$ cat src/rtl/evt_irq_pkg.sv
package evt_irq_pkg;

    parameter int COMM_N = 4;
    parameter int PROT_N = 6;
    parameter int ADDR_W = 3;
    parameter int DATA_W = 8;

    localparam logic [ADDR_W-1:0] A_COMM_STAT = ADDR_W'(0);
    localparam logic [ADDR_W-1:0] A_COMM_CTRL = ADDR_W'(1);
    localparam logic [ADDR_W-1:0] A_PROT_STAT = ADDR_W'(2);
    localparam logic [ADDR_W-1:0] A_PROT_IE   = ADDR_W'(3);
    localparam logic [ADDR_W-1:0] A_PROT_CTRL = ADDR_W'(4);

    localparam int EN_BIT  = 0;
    localparam int CLR_BIT = 1;

    typedef struct packed {
        logic              comm_en;
        logic              prot_master;
        logic [PROT_N-1:0] prot_ie;
    } irq_ctrl_t;

    function automatic logic hit(input logic we, input logic [ADDR_W-1:0] a,
                                 input logic [ADDR_W-1:0] target);
        return we && (a == target);
    endfunction

endpackage

$ cat src/rtl/evt_irq_group.sv
module evt_irq_group
    import evt_irq_pkg::*;
#(
    parameter int N = 4
) (
    input  logic         clk,
    input  logic         rst,
    input  logic [N-1:0] evt,
    input  logic [N-1:0] mask,
    input  logic         clr,
    output logic [N-1:0] notif,
    output logic         pend,
    output logic         pend_nxt
);

    logic hit_any;
    assign hit_any  = |(evt & mask);
    assign pend_nxt = (pend && !clr) || hit_any;

    always_ff @(posedge clk) begin
        if (rst) pend <= 1'b0;
        else     pend <= pend_nxt;
    end

    for (genvar i = 0; i < N; i++) begin : g_bit
        always_ff @(posedge clk) begin
            if (rst)         notif[i] <= 1'b0;
            else if (evt[i]) notif[i] <= 1'b1;
            else if (clr)    notif[i] <= 1'b0;
        end


        evt_sets_chk: assert property (@(posedge clk) disable iff (rst)
            evt[i] |=> notif[i]);


        clr_clears_chk: assert property (@(posedge clk) disable iff (rst)
            (clr && !evt[i]) |=> !notif[i]);
    end


    pend_hold_chk: assert property (@(posedge clk) disable iff (rst)
        (pend && !clr) |=> pend);


    no_spurious_pend_chk: assert property (@(posedge clk) disable iff (rst)
        (!pend && !(|(evt & mask))) |=> !pend);

endmodule

$ cat src/rtl/evt_irq_regs.sv
module evt_irq_regs
    import evt_irq_pkg::*;
(
    input  logic              clk,
    input  logic              rst,
    input  logic              wr_en,
    input  logic [ADDR_W-1:0] wr_addr,
    input  logic [DATA_W-1:0] wr_data,
    input  logic [ADDR_W-1:0] rd_addr,
    input  logic [COMM_N-1:0] comm_notif,
    input  logic [PROT_N-1:0] prot_notif,
    output irq_ctrl_t         ctrl,
    output logic              comm_clr,
    output logic              prot_clr,
    output logic [DATA_W-1:0] rd_data
);

    logic unused_data;
    assign unused_data = ^wr_data;

    logic comm_wr, ie_wr, prot_wr;
    assign comm_wr = hit(wr_en, wr_addr, A_COMM_CTRL);
    assign ie_wr   = hit(wr_en, wr_addr, A_PROT_IE);
    assign prot_wr = hit(wr_en, wr_addr, A_PROT_CTRL);

    assign comm_clr = comm_wr && wr_data[CLR_BIT];
    assign prot_clr = prot_wr && wr_data[CLR_BIT];

    always_ff @(posedge clk) begin
        if (rst) begin
            ctrl <= '0;
        end else begin
            if (comm_wr) ctrl.comm_en     <= wr_data[EN_BIT];
            if (prot_wr) ctrl.prot_master <= wr_data[EN_BIT];
            if (ie_wr)   ctrl.prot_ie     <= wr_data[PROT_N-1:0];
        end
    end

    always_comb begin
        rd_data = '0;
        unique case (rd_addr)
            A_COMM_STAT: rd_data = DATA_W'(comm_notif);
            A_COMM_CTRL: rd_data[EN_BIT] = ctrl.comm_en;
            A_PROT_STAT: rd_data = DATA_W'(prot_notif);
            A_PROT_IE:   rd_data = DATA_W'(ctrl.prot_ie);
            A_PROT_CTRL: rd_data[EN_BIT] = ctrl.prot_master;
            default:     rd_data = '0;
        endcase
    end


    comm_en_stable_chk: assert property (@(posedge clk) disable iff (rst)
        !comm_wr |=> $stable(ctrl.comm_en));


    prot_ie_stable_chk: assert property (@(posedge clk) disable iff (rst)
        !ie_wr |=> $stable(ctrl.prot_ie));

endmodule

$ cat src/rtl/evt_irq_ctrl.sv
module evt_irq_ctrl
    import evt_irq_pkg::*;
(
    input  logic              clk,
    input  logic              rst,
    input  logic [COMM_N-1:0] comm_evt,
    input  logic [PROT_N-1:0] prot_evt,
    input  logic              wr_en,
    input  logic [ADDR_W-1:0] wr_addr,
    input  logic [DATA_W-1:0] wr_data,
    input  logic [ADDR_W-1:0] rd_addr,
    output logic [DATA_W-1:0] rd_data,
    output logic              irq_n
);

    irq_ctrl_t         ctrl;
    logic              comm_clr, prot_clr;
    logic [COMM_N-1:0] comm_notif;
    logic [PROT_N-1:0] prot_notif;
    logic              comm_pend, comm_pend_nxt;
    logic              prot_pend, prot_pend_nxt;
    logic [COMM_N-1:0] comm_mask;
    logic [PROT_N-1:0] prot_mask;

    assign comm_mask = {COMM_N{ctrl.comm_en}};
    assign prot_mask = ctrl.prot_ie & {PROT_N{ctrl.prot_master}};

    evt_irq_regs u_regs (
        .clk        (clk),
        .rst        (rst),
        .wr_en      (wr_en),
        .wr_addr    (wr_addr),
        .wr_data    (wr_data),
        .rd_addr    (rd_addr),
        .comm_notif (comm_notif),
        .prot_notif (prot_notif),
        .ctrl       (ctrl),
        .comm_clr   (comm_clr),
        .prot_clr   (prot_clr),
        .rd_data    (rd_data)
    );

    evt_irq_group #(.N(COMM_N)) u_comm (
        .clk      (clk),
        .rst      (rst),
        .evt      (comm_evt),
        .mask     (comm_mask),
        .clr      (comm_clr),
        .notif    (comm_notif),
        .pend     (comm_pend),
        .pend_nxt (comm_pend_nxt)
    );

    evt_irq_group #(.N(PROT_N)) u_prot (
        .clk      (clk),
        .rst      (rst),
        .evt      (prot_evt),
        .mask     (prot_mask),
        .clr      (prot_clr),
        .notif    (prot_notif),
        .pend     (prot_pend),
        .pend_nxt (prot_pend_nxt)
    );

    always_ff @(posedge clk) begin
        if (rst) irq_n <= 1'b1;
        else     irq_n <= !(comm_pend_nxt || prot_pend_nxt);
    end


    irq_tracks_pend_chk: assert property (@(posedge clk) disable iff (rst)
        irq_n == !(comm_pend || prot_pend));


    master_off_chk: assert property (@(posedge clk) disable iff (rst)
        (!ctrl.prot_master && !prot_pend) |=> !prot_pend);

endmodule

$ cat config.mk
export PLATFORM = sky130hd
export DESIGN_NAME = evt_irq_ctrl
export DESIGN_NICKNAME = d
export VERILOG_FILES = /design/src/rtl/evt_irq_pkg.sv /design/src/rtl/evt_irq_group.sv /design/src/rtl/evt_irq_regs.sv /design/src/rtl/evt_irq_ctrl.sv
export SDC_FILE = /design/constraint.sdc
export NUM_CORES = 1
export LEC_CHECK = 0
export CAP_MARGIN = 10
export CORE_MARGIN = 2
export CORE_UTILIZATION = 44
export DETAILED_ROUTE_END_ITERATION = 8
export PLACE_DENSITY = 0.78
export SLEW_MARGIN = 40
export SYNTH_ARGS = -nofsm -noshare
export SYNTH_HDL_FRONTEND = slang
export SYNTH_HIERARCHICAL = 1
export SYNTH_SLANG_ARGS = --single-unit
$ cat constraint.sdc
create_clock -name clk -period 1.25 [get_ports clk]
set_input_delay 0.1875 -clock clk [delete_from_list [all_inputs] [get_ports clk]]
set_output_delay 0.1875 -clock clk [all_outputs]
set_load 0.02 [all_outputs]
==> results_dict.tcl <==
set metrics [dict create \
    fin_nets 198 \
    syn_inst 118 \
    critPathCaptureType "output pin" \
    die_x_um 53.5 \
    dp_slack_ps -863 \
    power.density_nw_per_um2 818 \
    ioPinCount 36 \
    synth_top_area_share 0.391 \
    syn_area_um2 1080 \
    p_leak_nw 0.779 \
    fin_worst_skew_ps 5.78 \
    grt_max_degree 22 \
    synth_xor_area_frac 0 \
    clock_latency_ps 290 \
    fill_cells 175 \
    synth_top_family_by_area "simple AND/OR/NAND/NOR gates" \
    cts_max_level 1 \
    ys_seq_elements 21 \
    yosysWarningCount 6 \
    synth_mux_area_frac 0.140 \
    violations "negative setup slack" \
    cts_root_buf "clkbuf_4" \
    ir_drop_mv 0.549 \
    dp_hpwl_um 2070 \
    async_flop_share 0 \
    setup_viol 6 \
    cts_hold_buf 0 \
    ys_seq_area_frac 0.391 \
    grt-ovfl-total 0 \
    synth_ff_type "dfxtp_1" \
    fin_crit_ps 1450 \
    grt_antenna_before_repair 0 \
    fp.dieH_um 53.5 \
    drive_above_1_share 0.294 \
    hold_viol 0 \
    crit_required_ps 1060 \
    dieArea_um2 2860 \
    grt_first_pass_wirelength_um 4370 \
    synth_most_common_cell "dfxtp_1" \
    gp_congestion 0.817 \
    drt_wl_total_um 2700 \
    cts_tree "built" \
    synth-compound-area-share 0.145 \
    num_antenna_cells 0 \
    cts.sinks 21 \
    fmax_mhz 689 \
    wl_per_cell_um 13.6 \
    start_util 0.477 \
    synth_cell_types 26 \
    ant_nets 0 \
    hp-class "in -> reg" \
    synth_adder_area_share 0 \
    drtIter0Drc 17 \
    grt_pass1_vias 985 \
    arrival_ps 1260 \
    fin_hold_ws_ps 427 \
    synth_common_cells "dfxtp_1, mux2i_1, nor2_1" \
    cap_viol_max_count 0 \
    synth_edf_count 0 \
    rrSetupSlack_ps -160 \
    power_mw 1.32 \
    rows 17 \
    worstSetupStartpointType "flop" \
    cts_buffers 3 \
    yosys.area_share.simple 0.259 \
    worstSetupPathType "reg -> out" \
    fin_crit_sh 1.16 \
    synth_area_leaders "dfxtp_1, mux2i_1, nand2b_1, and2_1, nor2_1" \
    syn2layout_area_growth_pct 50.2 \
    setup_slack_ps -201 \
    port_buffers 31 \
    yosysTopAreaCell "dfxtp_1" \
    routed_via_density 5.07 \
    drc 0 \
    avgSynthCellArea_um2 9.12 \
    clkTransAtPathRegs_ps 110 \
    cts_buffer_depth 2 \
    num_vias 1004 \
    rsz0062_at_grt "yes" \
    status "finished, violations left" \
    crit_fanout 2 \
    grt_usage 0.213 \
    core_area_um2 2250 \
    first_pass_iters 4 \
    final-max-slew-violation-count 0 \
]
-- final timing paths --
check | start | end | cells after the start
max reg2reg | u_regs/ctrl[6] | irq_n | 6
max | u_regs/ctrl[6] | rd_data[0] | 4
min | wr_addr[2] | u_regs/ctrl[5] | 4
min reg2reg | u_prot/notif[1] | u_prot/notif[1] | 2
-- cells in the final DEF (no fill, tap or decap), types with 4 or more instances in the layout --
master / instances
a21oi_1: 8
dfxtp_1: 15
dfxtp_2: 6
dlygate4sd2_1: 4
mux2i_1: 13
inv_1: 10
buf_2: 5
nor2_1: 14
and2_1: 9
nand2b_1: 11
clkdlybuf4s50_1: 17
buf_4: 20
-- layout make-up --
type,instances,area (µm²),area share
Multi-Input combinational cell,83,631,0.390
Tap cell,28,35.0,0.0217
Inverter,10,37.5,0.0232
Clock buffer,4,26.3,0.0163
Sequential cell,21,428,0.265
Timing Repair Buffer,52,459,0.284
-- timing repair --
item                       in CTS  in global routing
setup buffers                   1                  0
setup endpoints to repair      12                 14
cloned                          0                  0
gates resized for setup        40                 11
pin swaps                       7                  3
-- layer usage --
layer / wire, µm / vias to the layer above / global-route usage / share of wire
li1: - / 508 / - / -
met1: 1200 / 467 / 0.258 / 0.44
met2: 1380 / 27 / 0.374 / 0.51
met3: 108 / 2 / 0.0282 / 0.040
met4: 19 / 0 / 0.0855 / 0.0070
met5: 0 / - / 0 / 0
-- state kept, by name, summed over array words and instances (netlist names) --
| register | cells |
|---|---|
| u_prot/notif | 6 |
| irq_n | 1 |
| u_regs/ctrl | 8 |
| u_comm/notif | 4 |
| u_comm/pend | 1 |
| u_prot/pend | 1 |
-- cells by family after synthesis --
logic type / Yosys count
flops: 21
other cells: 1
compound gates: 21
mux: 15
simple gates: 45
buf+inv: 15
-- stage by stage --
stage	cells	setup TNS, ps	cell area (µm²)	utilization
after floorplan	119	0	1080	-
after global placement	193	-8420	1560	0.691
after detailed placement	193	-9550	1560	0.691
after CTS	198	-686	1570	0.697
after global routing	198	-1090	1620	0.717
final	198	-660	1620	0.717
-- critical path: stages (launching register included) --
cell and delay (ps):
dfxtp_2 350, mux2i_2 200, o32ai_2 100, a31o_1 200, buf_6 130
-- report_power, final --
| group | leakage, nW | internal, mW | switching [mW] |
|---|---|---|---|
| logic | 0.589 | 0.163 | 0.120 |
| clock network | 0.0150 | 0.124 | 0.191 |
| registers | 0.175 | 0.704 | 0.0201 |
| total | 0.779 | 0.991 | 0.331 |
Power figures use the tool's default switching activity.
